==> src/rtl/mbp_pkg.sv <==
package mbp_pkg;

    localparam int NGRP = 10;

    typedef enum logic [3:0] {
        G_HDR   = 4'd0,
        G_IMODE = 4'd1,
        G_REF   = 4'd2,
        G_MVD   = 4'd3,
        G_L4    = 4'd4,
        G_L8    = 4'd5,
        G_LDC   = 4'd6,
        G_L16AC = 4'd7,
        G_CDC   = 4'd8,
        G_CAC   = 4'd9
    } grp_e;

    typedef enum logic [1:0] {
        OP_NOP    = 2'd0,
        OP_WRITE  = 2'd1,
        OP_COMMIT = 2'd2
    } obj_op_e;

    typedef struct packed {
        logic       inter;
        logic       i16;
        logic       type0;
        logic       bslice;
        logic       t8;
        logic [5:0] cbp;
    } mb_flags_t;

endpackage

==> src/rtl/mbp_group_plan.sv <==
module mbp_group_plan
    import mbp_pkg::*;
(
    input  mb_flags_t         flags,
    output logic [NGRP-1:0]   present
);
    logic res;
    logic cbp_nz;
    logic luma_nz;

    always_comb begin
        cbp_nz  = (flags.cbp != 6'd0);
        luma_nz = (flags.cbp[3:0] != 4'd0);
        // residual gating
        res     = !flags.type0 || (flags.bslice && cbp_nz);

        present          = '0;
        present[G_HDR]   = 1'b1;
        present[G_IMODE] = !flags.inter;
        present[G_REF]   = flags.inter;
        present[G_MVD]   = flags.inter;
        present[G_L4]    = res && !flags.i16 && cbp_nz && !flags.t8;
        present[G_L8]    = res && !flags.i16 && cbp_nz && flags.t8;
        present[G_LDC]   = res && flags.i16;
        present[G_L16AC] = res && flags.i16 && luma_nz;
        present[G_CDC]   = res && (flags.cbp > 6'd15);
        present[G_CAC]   = res && (flags.cbp[5:4] == 2'd2);
    end
endmodule

==> src/rtl/mbp_group_map.sv <==
module mbp_group_map
    import mbp_pkg::*;
#(
    parameter int HDR_LEN   = 5,
    parameter int IMODE_LEN = 8,
    parameter int REF_LEN   = 9,
    parameter int MVD_LEN   = 32,
    parameter int LUMA_LEN  = 128,
    parameter int LDC_LEN   = 16,
    parameter int L16AC_LEN = 112,
    parameter int CDC_LEN   = 8,
    parameter int CAC_LEN   = 58,
    parameter int ADDR_W    = 9,
    parameter int CNT_W     = 9
) (
    input  grp_e              grp,
    input  logic [CNT_W-1:0]  widx,
    output logic [ADDR_W-1:0] addr,
    output logic              last
);
    localparam int B_IMODE = HDR_LEN;
    localparam int B_REF   = B_IMODE + IMODE_LEN;
    localparam int B_MVD   = B_REF + REF_LEN;
    localparam int B_L4    = B_MVD + MVD_LEN;
    localparam int B_L8    = B_L4 + LUMA_LEN;
    localparam int B_LDC   = B_L8 + LUMA_LEN;
    localparam int B_L16AC = B_LDC + LDC_LEN;
    localparam int B_CDC   = B_L16AC + L16AC_LEN;
    localparam int B_CAC   = B_CDC + CDC_LEN;

    int base;
    int len;

    always_comb begin
        case (grp)
            G_HDR:   begin base = 0;       len = HDR_LEN;   end
            G_IMODE: begin base = B_IMODE; len = IMODE_LEN; end
            G_REF:   begin base = B_REF;   len = REF_LEN;   end
            G_MVD:   begin base = B_MVD;   len = MVD_LEN;   end
            G_L4:    begin base = B_L4;    len = LUMA_LEN;  end
            G_L8:    begin base = B_L8;    len = LUMA_LEN;  end
            G_LDC:   begin base = B_LDC;   len = LDC_LEN;   end
            G_L16AC: begin base = B_L16AC; len = L16AC_LEN; end
            G_CDC:   begin base = B_CDC;   len = CDC_LEN;   end
            G_CAC:   begin base = B_CAC;   len = CAC_LEN;   end
            default: begin base = 0;       len = 1;         end
        endcase
        addr = ADDR_W'(base + int'(widx));
        last = (int'(widx) == len - 1);
    end
endmodule

==> src/rtl/mb_obj_packer.sv <==
module mb_obj_packer
    import mbp_pkg::*;
#(
    parameter int DATA_W    = 32,
    parameter int HDR_LEN   = 5,
    parameter int IMODE_LEN = 8,
    parameter int REF_LEN   = 9,
    parameter int MVD_LEN   = 32,
    parameter int LUMA_LEN  = 128,
    parameter int LDC_LEN   = 16,
    parameter int L16AC_LEN = 112,
    parameter int CDC_LEN   = 8,
    parameter int CAC_LEN   = 58,
    parameter int INTER_BIT = 0,
    parameter int I16_BIT   = 1,
    parameter int TYPE0_BIT = 2,
    parameter int BSL_BIT   = 3,
    parameter int T8_BIT    = 4,
    parameter int CBP_LSB   = 8,
    localparam int OBJ_WORDS = HDR_LEN + IMODE_LEN + REF_LEN + MVD_LEN + 2 * LUMA_LEN
                             + LDC_LEN + L16AC_LEN + CDC_LEN + CAC_LEN,
    localparam int ADDR_W    = $clog2(OBJ_WORDS),
    localparam int CNT_W     = $clog2(OBJ_WORDS + 1)
) (
    input  logic              clk,
    input  logic              rst_n,
    input  logic [DATA_W-1:0] in_data,
    input  logic              in_empty,
    output logic              in_re,
    output logic [1:0]        obj_op,
    output logic [ADDR_W-1:0] obj_addr,
    output logic [DATA_W-1:0] obj_data,
    input  logic              obj_full,
    output logic              mb_done,
    output logic [CNT_W-1:0]  mb_words
);
    typedef struct packed {
        logic             commit;
        grp_e             grp;
        logic [CNT_W-1:0] widx;
        mb_flags_t        flags;
        logic [CNT_W-1:0] cnt;
        logic             done;
        logic [CNT_W-1:0] words;
    } st_t;

    st_t st_d, st_q;

    mb_flags_t       hdr_flags;
    mb_flags_t       eff_flags;
    logic [NGRP-1:0] present;
    logic [ADDR_W-1:0] map_addr;
    logic            map_last;
    grp_e            nxt_grp;
    logic            nxt_found;
    logic            first_word;

    always_comb begin
        hdr_flags.inter  = in_data[INTER_BIT];
        hdr_flags.i16    = in_data[I16_BIT];
        hdr_flags.type0  = in_data[TYPE0_BIT];
        hdr_flags.bslice = in_data[BSL_BIT];
        hdr_flags.t8     = in_data[T8_BIT];
        hdr_flags.cbp    = in_data[CBP_LSB +: 6];
        first_word       = (st_q.grp == G_HDR) && (st_q.widx == '0);
        eff_flags        = first_word ? hdr_flags : st_q.flags;
    end

    mbp_group_plan u_plan (
        .flags   (eff_flags),
        .present (present)
    );

    mbp_group_map #(
        .HDR_LEN(HDR_LEN), .IMODE_LEN(IMODE_LEN), .REF_LEN(REF_LEN),
        .MVD_LEN(MVD_LEN), .LUMA_LEN(LUMA_LEN), .LDC_LEN(LDC_LEN),
        .L16AC_LEN(L16AC_LEN), .CDC_LEN(CDC_LEN), .CAC_LEN(CAC_LEN),
        .ADDR_W(ADDR_W), .CNT_W(CNT_W)
    ) u_map (
        .grp  (st_q.grp),
        .widx (st_q.widx),
        .addr (map_addr),
        .last (map_last)
    );

    // first present group after the current one
    always_comb begin
        nxt_grp   = G_HDR;
        nxt_found = 1'b0;
        for (int i = 0; i < NGRP; i++) begin
            if (!nxt_found && i > int'(st_q.grp) && present[i]) begin
                nxt_grp   = grp_e'(i);
                nxt_found = 1'b1;
            end
        end
    end

    always_comb begin
        st_d      = st_q;
        st_d.done = 1'b0;
        in_re     = 1'b0;
        obj_op    = OP_NOP;
        obj_addr  = '0;
        obj_data  = '0;
        if (st_q.commit) begin
            if (!obj_full) begin
                obj_op     = OP_COMMIT;
                st_d.commit = 1'b0;
                st_d.grp   = G_HDR;
                st_d.widx  = '0;
                st_d.cnt   = '0;
                st_d.done  = 1'b1;
                st_d.words = st_q.cnt;
            end
        end else if (!in_empty && !obj_full) begin
            in_re     = 1'b1;
            obj_op    = OP_WRITE;
            obj_addr  = map_addr;
            obj_data  = in_data;
            st_d.cnt  = st_q.cnt + 1'b1;
            if (first_word)
                st_d.flags = hdr_flags;
            if (map_last) begin
                st_d.widx = '0;
                if (nxt_found) st_d.grp    = nxt_grp;
                else           st_d.commit = 1'b1;
            end else begin
                st_d.widx = st_q.widx + 1'b1;
            end
        end
    end

    always_ff @(posedge clk) begin
        if (!rst_n) begin
            st_q <= '{commit: 1'b0, grp: G_HDR, widx: '0, flags: '0,
                      cnt: '0, done: 1'b0, words: '0};
        end else begin
            st_q <= st_d;
        end
    end

    assign mb_done  = st_q.done;
    assign mb_words = st_q.words;

    // never pop an empty input
    a_r5_pop_needs_data: assert property (@(posedge clk) disable iff (!rst_n)
        in_re |-> !in_empty);

    // back-pressure freezes all traffic
    a_r6_full_freezes: assert property (@(posedge clk) disable iff (!rst_n)
        obj_full |-> (obj_op == OP_NOP && !in_re));

    // consecutive writes climb in address
    a_r2_addr_rises: assert property (@(posedge clk) disable iff (!rst_n)
        (obj_op == OP_WRITE && $past(obj_op) == OP_WRITE) |-> obj_addr > $past(obj_addr));

    // commit consumes no input word
    a_r10_commit_no_pop: assert property (@(posedge clk) disable iff (!rst_n)
        (obj_op == OP_COMMIT) |-> !in_re);

    // done pulse follows a commit
    a_r10_done_after_commit: assert property (@(posedge clk) disable iff (!rst_n)
        mb_done |-> $past(obj_op == OP_COMMIT));

    // reported count fits the object
    a_r10_count_range: assert property (@(posedge clk) disable iff (!rst_n)
        mb_done |-> (int'(mb_words) >= HDR_LEN && int'(mb_words) <= OBJ_WORDS));

endmodule

==> config.mk <==
export PLATFORM = sky130hd
export DESIGN_NAME = mb_obj_packer
export DESIGN_NICKNAME = d
export VERILOG_FILES = /design/src/rtl/mbp_pkg.sv /design/src/rtl/mbp_group_plan.sv /design/src/rtl/mbp_group_map.sv /design/src/rtl/mb_obj_packer.sv
export SDC_FILE = /design/constraint.sdc
export NUM_CORES = 1
export LEC_CHECK = 0
export ABC_AREA = 1
export BUFFER_PORTS_ARGS = -buffer_cell sky130_fd_sc_hd__buf_2
export CAP_MARGIN = 25
export CORE_MARGIN = 4
export CORE_UTILIZATION = 45
export DETAILED_ROUTE_END_ITERATION = 12
export GPL_ROUTABILITY_DRIVEN = 0
export PLACE_DENSITY = 0.71
export SLEW_MARGIN = 20
export SYNTH_ARGS = -nofsm -noshare
export SYNTH_HDL_FRONTEND = slang
export SYNTH_HIERARCHICAL = 1
export SYNTH_SLANG_ARGS = --single-unit
==> constraint.sdc <==
create_clock -name clk -period 6.44 [get_ports clk]
set_input_delay 1.932 -clock clk [delete_from_list [all_inputs] [get_ports clk]]
set_output_delay 1.932 -clock clk [all_outputs]
set_load 0.005 [all_outputs]
**After elaboration in Yosys (flattened, before gate mapping)**

Memory sizes are Yosys's and may differ from the RTL's. A register that Yosys moved wholly into a read port is not among the register bits.
Cells that the tools add are included.

- $add $sub $neg: 4
- $mul: 0
- Div/mod/pow operators: 0
- Magnitude comparators: 10
- Eq/ne operators: 3
- Shift operators: 0
- Muxes and demuxes: 39
- Bitwise gates (word level): 2
- Reductions and logical operators: 55

Operators with widths:

| operator | number |
|---|---|
| 32-bit two-way mux | 2 |
| 4-bit two-way mux | 11 |
| 9-bit two-way mux | 4 |
| 34-bit two-way mux | 1 |
| 10-bit by 32-bit == test with 1-bit output | 1 |
| 32-bit by 2-bit subtractor with 32-bit output, second input constant | 1 |
| 1-bit logical AND | 28 |
| 14-bit two-way mux | 2 |
| 19-bit two-way mux | 1 |
| 9-bit by 1-bit adder with 9-bit output, second input constant | 2 |
| 3-bit by 4-bit > comparator with 1-bit output, first input constant | 4 |
| 1-bit logical NOT | 14 |
| 1-bit two-way mux | 14 |
| 11-bit two-way mux | 1 |
| 9-bit adder | 1 |
| 9-bit logical NOT | 1 |
| 2-bit by 4-bit > comparator with 1-bit output, first input constant | 2 |
| 4-bit > comparator, first input constant | 2 |
| 2-bit AND reduction | 4 |
| 6-bit by 4-bit > comparator with 1-bit output, second input constant | 1 |
| 2-bit nonzero test | 3 |
| 6-bit nonzero test | 1 |
| 5-bit two-way mux | 1 |
| 1-bit by 4-bit > comparator with 1-bit output, first input constant | 1 |
| other kinds (8) | 10 |

- Flip-flop bits (word level): 44
- Bits in latches: 0
- Memory bits (writable): 0
- Memory bits (read-only): 272
- Input bits: 36
- Output and inout bits: 54
- Logic and storage cells: 126
- Memories kept: 1

Memories:

| name | depth | bits a word | rd ports | clocked after memory_dff | write ports | RTL line | RTL |
|---|---|---|---|---|---|---|---|
| (no name shown) | 16 | 17 | 1 | 1 | 0 | mbp_group_map.sv:35 | `case (grp)` |

**Depth between registers and ports, before layout**

Gate-level depths: netlist of run 1.

- Depth in word-level cells: 44
- Mapped depth: 23
- Depth with buffers taken out: 23

**By module**

The synthesis of run 1 kept the hierarchy.

By module, submodules not included:

| module | times used | cells each | area an instance (um2) | sequential area each (um2) |
|---|---|---|---|---|
| mb_obj_packer | 1 | 424 | 2643.8 | 880.8 |
| mbp_group_map | 1 | 146 | 850.8 | 0.0 |
| mbp_group_plan | 1 | 24 | 136.4 | 0.0 |

**Least setup slack after synthesis of run 1**

No wires, ideal clock.

- Kind: in2out
- Start: input port obj_full
- End: output port obj_op[0]
- Data arrival time: 2670 ps
- Required time: 4508 ps
- Setup slack: 1838 ps
- Stages on the path: 6
- Path buffers: 3
- Cell sequence: nor2_4 inv_2 nor2_2 buf_2 buf_4 buf_4

- Word-level cells in the longest chain between the ends: 4

Ends and longest elaborated chain:

| element | RTL line | RTL |
|---|---|---|
| start: declaration | mb_obj_packer.sv:33 | `input logic obj_full,` |
| 1-bit logical NOT | mb_obj_packer.sv:115 | `end else if (!in_empty && !obj_full) begin` |
| 1-bit logical AND | mb_obj_packer.sv:115 |  |
| 1-bit two-way mux | mb_obj_packer.sv:115 |  |
| 2-bit two-way mux | mb_obj_packer.sv:105 | `if (st_q.commit) begin` |
| end: declaration | mb_obj_packer.sv:30 | `output logic [1:0] obj_op,` |

Every way passes these cells.

==> results of run 1 <==
## layer usage
layer  part of all wire (%)  wire length [um]
met1                     45              3820
met2                     49              4210
met3                    4.2               359
met4                    1.3               112
met5                      0                 0
## cells in the final DEF, fill, tap and decap left out, types with 4 or more instances in the layout
master	n
a211oi_1	4
dfxtp_1	44
nor2_1	98
ha_1	18
nor3_1	6
nor2_2	8
o21ai_1	12
inv_1	86
o21ai_0	36
inv_2	4
o211ai_1	4
nand2_1	130
a21oi_1	35
nand3_2	4
nand2_2	6
buf_2	89
clkbuf_8	6
nor2_4	6
nand3_1	26
xor2_1	6
## power breakdown
group	total, W	switching, W	internal [W]
Clock	0.000221	0.0000942	0.000127
Sequential	0.000282	0.00000377	0.000278
Combinational	0.000103	0.0000643	0.0000382
## area by class of cell
cell class	instances	area, sq um
fill	813	3610
inverter	90	338
tap	102	128
clock inverter	2	38.8
sequential	44	881
timing repair buffer	91	468
multi-input combinational	427	2220
clock buffer	6	82.6
## worst paths after layout
| check | endpoint | cells after the start | from | slack, ps |
|---|---|---|---|---|
| min | st_q[13]$_SDFFE_PN0P_ | 2 | st_q[13]$_SDFFE_PN0P_ | 500 |
| max | obj_addr[8] | 18 | st_q[40]$_SDFFE_PN0P_ | 1210 |
| min reg2reg | st_q[13]$_SDFFE_PN0P_ | 2 | st_q[13]$_SDFFE_PN0P_ | 500 |
| max reg2reg | st_q[43]$_SDFF_PN0_ | 20 | st_q[40]$_SDFFE_PN0P_ | 2910 |
## sequential cells by signal, indices dropped and copies added, names as in the netlist
| register | cells |
|---|---|
| st_q | 34 |
| mb_words | 9 |
| mb_done | 1 |
## worst min-delay path, delay by kind of cell, from the launching register on
kind | cells | cell delay [ps]
AO/OA/AOI/OAI | 1 | 60
flip-flops | 1 | 340
AND/OR/NAND/NOR | 1 | 70
## metrics by stage
| stage | power, W | cells | hold slack, ps | setup WS (ps) |
|---|---|---|---|---|
| 3_5_place_dp | 0.000391 | 753 | 484 | 1210 |
| 2_1_floorplan | 0.000362 | 592 | 460 | 1840 |
| 4_1_cts | 0.000613 | 761 | 498 | 1190 |
| 3_3_place_gp | 0.000388 | 753 | 474 | 1240 |
| 6_report | 0.000605 | 762 | 499 | 1210 |
| 5_1_grt | 0.000640 | 762 | 523 | 881 |
==> results by group, run 1 <==
Floorplanning
  • Starting Density: 46.6%
  • Die H: 97.7 um
  • Die W: 97.7 um
  • I/O Pins: 90
  • FP Rows: 32
  • Full die area: 9540 sq um
  • Core ar.: 7770 sq um

Drt
  • Drt wl/cell: 11.2 um
  • Final ANT Viol Nets: 0
  • Remaining DRCs: 0
  • Total wire length: 8500 um
  • Drt first pass iters: 4
  • Via count: 3,698
  • Via/cell ratio: 4.85
  • Drt initial violations: 157

Clocking
  • CTS buffer count: 5
  • Clk buf depth: 2
  • Clock Sinks: 44
  • Setup Buffers After CTS: 0
  • H-tree Lvls: 2
  • CTS resizes: 0
  • Clk_lat worst skew: 290 ps
  • Post-cts hold buffer count: 0
  • Root Driver: clkbuf_8
  • CTS tree: yes
  • Clk pin slew, worst setup/hold paths: 80 ps

Global routing
  • Total gr overflow: 0
  • M3 GR Usage: 2.37%
  • Initial antenna violation count: 0
  • GR Util met2: 32.6%
  • Vias in the first global route: 3,381
  • Met1 Use GR: 21.5%
  • Grt peak-use layer: met2
  • GRT Util Overall: 17.7%
  • Largest net degree at the start of global routing: 34
  • First-pass GRT wire length: 14,700 um

Worst setup path
  • CP max FO: 12
  • CP Launch Type: register
  • Critical path's top delay family: adder cells
  • WP data arrival: 3300 ps
  • CP Buf/Inv Count: 4
  • CP max-delay cell: dfxtp_1
  • Most used cell, CP: nand2_1
  • Critical path class: register to output pin
  • Crit-path cells: inv_1, ha_1, nand2_1, inv_1, ha_1, inv_1, fa_1, o21ai_0, nand2_1, nand2_1, nand2_1, nand2_1, nand2_1, nand2_1, xor2_1, nand2_1, nor2_1, buf_2
  • CP Data Required Time: 4510 ps
  • Crit path largest cell delay: 590 ps
  • CP Capture Type: output pin

Final layout
  • Final Util: 53.5%
  • NumNets Final: 714
  • Area Growth Syn to Fin: 14.8%
  • N_diodes: 0
  • Share of layout cells above drive strength 1: 20.6%
  • Final Cell Area: 4160 sq um

STA
  • Achievable Freq: 191 MHz
  • Clk_skew: 5.92 ps
  • Relative slew slack: 35.7%
  • Fin Setup TNS: 0 ps
  • Period utilization: 81.2%
  • Final hold vios: 0
  • RSZ-0062 raised after global routing: no
  • Min cycle time layout: 5230 ps
  • Least-Margin Pin Slew: 963 ps
  • Final setup violating endpoints: 0
  • Fin. max-slew vios: 0

Logic synthesis
  • Syn Nets: 647
  • Cell Area, Synth: 3620 sq um
  • Syn Inst Count: 592
  • Syn avg cell area: 6.11 sq um
  • Yosys warning total: 6

Place
  • Dpl hpwl: 6640 um
  • DP Area: 4020 sq um
  • PortBufs: 89

Power and ir drop
  • VDD IR max: 108 uV
  • Pwr per Cell Area: 146 nW/um^2
  • Leak: 2.21 nW

Run
  • Max-cap check violation count: 0

Status
  • Outcome: completed

Min path
  • HP Class: register to register
(Power assumes the default switching activity.)
==> run 2: changes to the inputs <==
Clock period 6.44 ns to 4.9 ns, I/O delays scaled along.
==> results by group, run 2 (synthesis gave the netlist of run 1 again) <==
Drt
  • Drt initial violations: 185
  • Drt first pass iters: 4
  • Via/cell ratio: 4.97
  • Remaining DRCs: 0
  • Total wire length: 8890 um
  • Final ANT Viol Nets: 0
  • Via count: 3,800
  • Drt wl/cell: 11.6 um

Floorplanning
  • I/O Pins: 90
  • Starting Density: 46.6%
  • Die W: 97.7 um
  • FP Rows: 32
  • Die H: 97.7 um
  • Core ar.: 7770 sq um
  • Full die area: 9540 sq um

Final layout
  • Area Growth Syn to Fin: 15.3%
  • Commonest non-fill, non-tap cell in the layout: nand2_1
  • Top reg by flops: st_q
  • NumNets Final: 717
  • Most frequent cells in the layout: nand2_1, nor2_1, buf_2
  • Final Util: 53.7%
  • N_diodes: 0
  • Largest register FFs: 34
  • Share of layout cells above drive strength 1: 21.1%

Worst setup path
  • CP Launch Type: register
  • WP data arrival: 3030 ps
  • CP max FO: 8
  • Critical path class: register to output pin
  • CP Capture Type: output pin
  • CP Data Required Time: 3430 ps

STA
  • Final hold vios: 0
  • Fin. max-slew vios: 0
  • Min cycle time layout: 4500 ps
  • Clk_skew: 7.21 ps
  • Relative slew slack: 37.5%
  • RSZ-0062 raised after global routing: no
  • Least-Margin Pin Slew: 937 ps
  • Achievable Freq: 222 MHz
  • Period utilization: 91.9%
  • Final setup violating endpoints: 0
  • Fin Setup TNS: 0 ps

Clocking
  • CTS tree: yes
  • Root Driver: clkbuf_8
  • Clk_lat worst skew: 300 ps
  • Clock Sinks: 44
  • Setup Buffers After CTS: 0
  • H-tree Lvls: 2
  • CTS buffer count: 5
  • Clk buf depth: 2
  • Clk pin slew, worst setup/hold paths: 90 ps

Global routing
  • Initial antenna violation count: 0
  • GR Util met2: 33.7%
  • Vias in the first global route: 3,639
  • M3 GR Usage: 2.80%
  • GRT Util Overall: 19.3%
  • Total gr overflow: 0
  • Grt peak-use layer: met2
  • Met1 Use GR: 24.2%
  • Largest net degree at the start of global routing: 33
  • First-pass GRT wire length: 16,000 um

Run
  • Max-cap check violation count: 0

Power and ir drop
  • Leak: 2.22 nW
  • VDD IR max: 204 uV
  • Pwr per Cell Area: 192 nW/um^2

Min path
  • HP Class: register to register

Place
  • PortBufs: 89
  • Dpl hpwl: 6850 um

Status
  • Outcome: completed
run 2: changes by cell type in the layout (fill, tap and decap cells not counted), sizes merged:
| cell | before | now |
|---|---|---|
| buf | 91 | 94 |
run 2: metal layers:
metal | vias to the layer above | share of wire (%)
li1 | 1993 | -
met1 | 1717 | 46
met2 | 79 | 48
met3 | 11 | 4.3
met4 | 0 | 1.3
met5 | - | 0
run 2: layout make-up:
| class | count | area (sq um) |
|---|---|---|
| clock buffers | 6 | 82.6 |
| clock inverters | 2 | 38.8 |
| fillers | 816 | 3590 |
| inverters | 90 | 338 |
| multi-input cells | 427 | 2220 |
| flip-flops and latches | 44 | 882 |
| well taps | 102 | 128 |
| repair buffers | 94 | 483 |
run 2: metrics by stage:
step	std cells	area (sq um)	hold WS (ps)	power [W]	setup slack, ps
after global placement	757	4050	477	0.000511	671
after floorplan	592	3620	460	0.000476	911
after global routing	765	4170	515	0.000846	9.16
after CTS	765	4170	500	0.000813	259
final	765	4170	498	0.000803	397
after detailed placement	757	4050	487	0.000515	598
run 2: final timing paths:
path,startpoint,to,slack [ps],cells after the start
min reg2reg,st_q[13]$_SDFFE_PN0P_,st_q[13]$_SDFFE_PN0P_,500,2
max reg2reg,st_q[42]$_SDFFE_PN0P_,st_q[39]$_SDFFE_PN0P_,1430,20
min,st_q[13]$_SDFFE_PN0P_,st_q[13]$_SDFFE_PN0P_,500,2
max,st_q[39]$_SDFFE_PN0P_,obj_addr[8],400,18
run 2: report_power, final:
| part | internal [W] | leakage (nW) | switching [W] |
|---|---|---|---|
| Sequential | 0.000365 | 0.357 | 0.00000494 |
| Combinational | 0.0000506 | 1.80 | 0.0000853 |
| Clock | 0.000167 | 0.0614 | 0.000130 |
| Total | 0.000583 | 2.22 | 0.000221 |
run 2: what timing repair did:
| item | in CTS | in global routing |
|---|---|---|
| resized for setup | 0 | 1 |
| hold buffers | 0 | 0 |
| setup endpoints to repair | 0 | 2 |
run 2: critical path, cell delays in order, from the launching register on:
cell	delay (ps)
dfxtp_1	470
inv_1	130
ha_1	300
nand2_1	80
inv_1	70
ha_1	160
inv_1	60
fa_1	390
o21ai_0	280
nand2_1	80
nand2_1	100
nand2_1	50
nand2_1	50
nand2_1	40
nand2_1	60
xor2_1	140
nand2_1	70
nor2_1	80
buf_2	110
==> run 3: changes to the inputs <==
Settings changed: BUFFER_PORTS_ARGS -buffer_cell sky130_fd_sc_hd__buf_2 to -buffer_cell sky130_fd_sc_hd__buf_4.
==> results by group, run 3 (synthesis gave the netlist of run 1 again) <==
Status
  • Outcome: completed

Floorplanning
  • Die W: 97.7 um
  • Full die area: 9540 sq um
  • Die H: 97.7 um
  • Core ar.: 7770 sq um
  • Starting Density: 46.6%
  • FP Rows: 32
  • I/O Pins: 90

Drt
  • Drt wl/cell: 11.7 um
  • Drt first pass iters: 5
  • Via count: 3,750
  • Drt initial violations: 266
  • Via/cell ratio: 4.91
  • Remaining DRCs: 0
  • Total wire length: 8920 um
  • Final ANT Viol Nets: 0

Final layout
  • Commonest non-fill, non-tap cell in the layout: nand2_1
  • N_diodes: 0
  • Share of layout cells above drive strength 1: 21.0%
  • Top reg by flops: st_q
  • Fill count: 752
  • Final Cell Area: 4390 sq um
  • Multi-input logic area: 2220 sq um
  • NumNets Final: 716
  • Area Growth Syn to Fin: 21.2%
  • Largest register FFs: 34
  • Register area: 882 sq um
  • Most frequent cells in the layout: nand2_1, nor2_1, buf_4

STA
  • Fin. max-slew vios: 0
  • Final setup violating endpoints: 0
  • Clk_skew: 8.81 ps
  • Min cycle time layout: 4590 ps
  • Achievable Freq: 218 MHz
  • Fin Setup TNS: 0 ps
  • Relative slew slack: 32.3%
  • Period utilization: 93.6%
  • Final hold vios: 0
  • Hold slack final: 497 ps
  • RSZ-0062 raised after global routing: no
  • Least-Margin Pin Slew: 1010 ps

Clocking
  • CTS buffer count: 5
  • Clock Sinks: 44
  • Clk_lat worst skew: 300 ps
  • Root Driver: clkbuf_8
  • H-tree Lvls: 2
  • Clk pin slew, worst setup/hold paths: 90 ps
  • Clk buf depth: 2
  • CTS tree: yes
  • Setup Buffers After CTS: 0

Global routing
  • GRT Util Overall: 18.6%
  • Vias in the first global route: 3,466
  • First-pass GRT wire length: 15,400 um
  • Largest net degree at the start of global routing: 34
  • Total gr overflow: 0
  • Initial antenna violation count: 0

Worst setup path
  • CP max FO: 8
  • CP Capture Type: output pin
  • CP max-delay cell: dfxtp_1
  • Worst reg2reg path startpoint: st_q[39]$_SDFFE_PN0P_
  • WP data arrival: 3120 ps
  • R2r setup slk: 1490 ps
  • CP Data Required Time: 3430 ps
  • Most used cell, CP: nand2_1
  • Crit path largest cell delay: 470 ps
  • CP Launch Type: register
  • Endpoint of the worst-slack reg-to-reg timing path: st_q[41]$_SDFFE_PN0P_
  • R2R cell count: 21
  • Critical path class: register to output pin
  • Crit-path cells: inv_1, ha_1, nand2_1, inv_1, ha_1, inv_1, fa_1, o21ai_0, nand2_1, nand2_1, nand2_1, nand2_1, nand2_1, nand2_1, xor2_1, nand2_1, nor2_1, buf_4

Run
  • Max-cap check violation count: 0

Place
  • PortBufs: 89
  • DP Area: 4270 sq um
  • Dpl hpwl: 6890 um

Min path
  • HP Class: register to register
  • Hold path start: st_q[11]$_SDFFE_PN0P_
  • Hold Path Sink: st_q[11]$_SDFFE_PN0P_
  • Hold path cells: 2

Power and ir drop
  • Leak: 2.25 nW
  • Pwr per Cell Area: 186 nW/um^2
  • VDD IR max: 191 uV
-- run 3: changes by cell type in the layout (fill, tap and decap cells not counted) --
cell | previous run | this run
buf_2 | 89 | 0
buf_4 | 5 | 93
-- run 3: cell type report --
type,instances,area share [%]
repair buffers,93,15.9
flip-flops and latches,44,20.1
inverters,90,7.70
clock buffers,6,1.88
multi-input cells,427,50.6
well taps,102,2.91
clock inverters,2,0.884
-- run 3: stage by stage --
step | instances | setup slack [ps] | power, W | util, %
2_1_floorplan | 592 | 911 | 0.000476 | -
3_3_place_gp | 756 | 650 | 0.000526 | 54.9
3_5_place_dp | 756 | 539 | 0.000529 | 54.9
4_1_cts | 764 | 207 | 0.000823 | 56.5
5_1_grt | 764 | 4.52 | 0.000857 | 56.5
6_report | 764 | 313 | 0.000815 | 56.5
-- run 3: worst max path at each step --
stage	slack, ps	startpoint	end
after floorplan	910	st_q[40]$_SDFFE_PN0P_	obj_addr[8]
after global placement	650	st_q[40]$_SDFFE_PN0P_	obj_addr[8]
after detailed placement	540	st_q[40]$_SDFFE_PN0P_	obj_addr[8]
after CTS	210	st_q[40]$_SDFFE_PN0P_	obj_addr[8]
after global routing	5	st_q[39]$_SDFFE_PN0P_	obj_addr[8]
final	310	st_q[39]$_SDFFE_PN0P_	obj_addr[8]
-- run 3: layer usage --
layer / GRT usage (%) / vias up / routed length (um) / part of all wire (%)
li1: - / 1988 / - / -
met1: 24.2 / 1640 / 4050 / 45
met2: 31.7 / 109 / 4180 / 47
met3: 2.73 / 13 / 537 / 6.0
met4: 5.86 / 0 / 148 / 1.7
met5: 0 / - / 0 / 0
-- run 3: where the power goes --
| part | internal [W] | switching [W] |
|---|---|---|
| Clock | 0.000167 | 0.000128 |
| Combinational | 0.0000642 | 0.0000856 |
| Sequential | 0.000365 | 0.00000515 |
| Total | 0.000596 | 0.000219 |
-- run 3: worst max-delay path, delay by kind of cell (launching register included) --
family	cells	cell delay, ps
flip-flops	1	470
buffers and inverters	4	410
adder cells (fa/ha/maj)	3	880
XOR/XNOR	1	140
AO/OA/AOI/OAI	1	300
AND/OR/NAND/NOR	9	630
-- run 3: what timing repair did --
item,CTS,global route
hold buffers,0,0
resized for setup,0,1
endpoints found under the setup margin,0,1
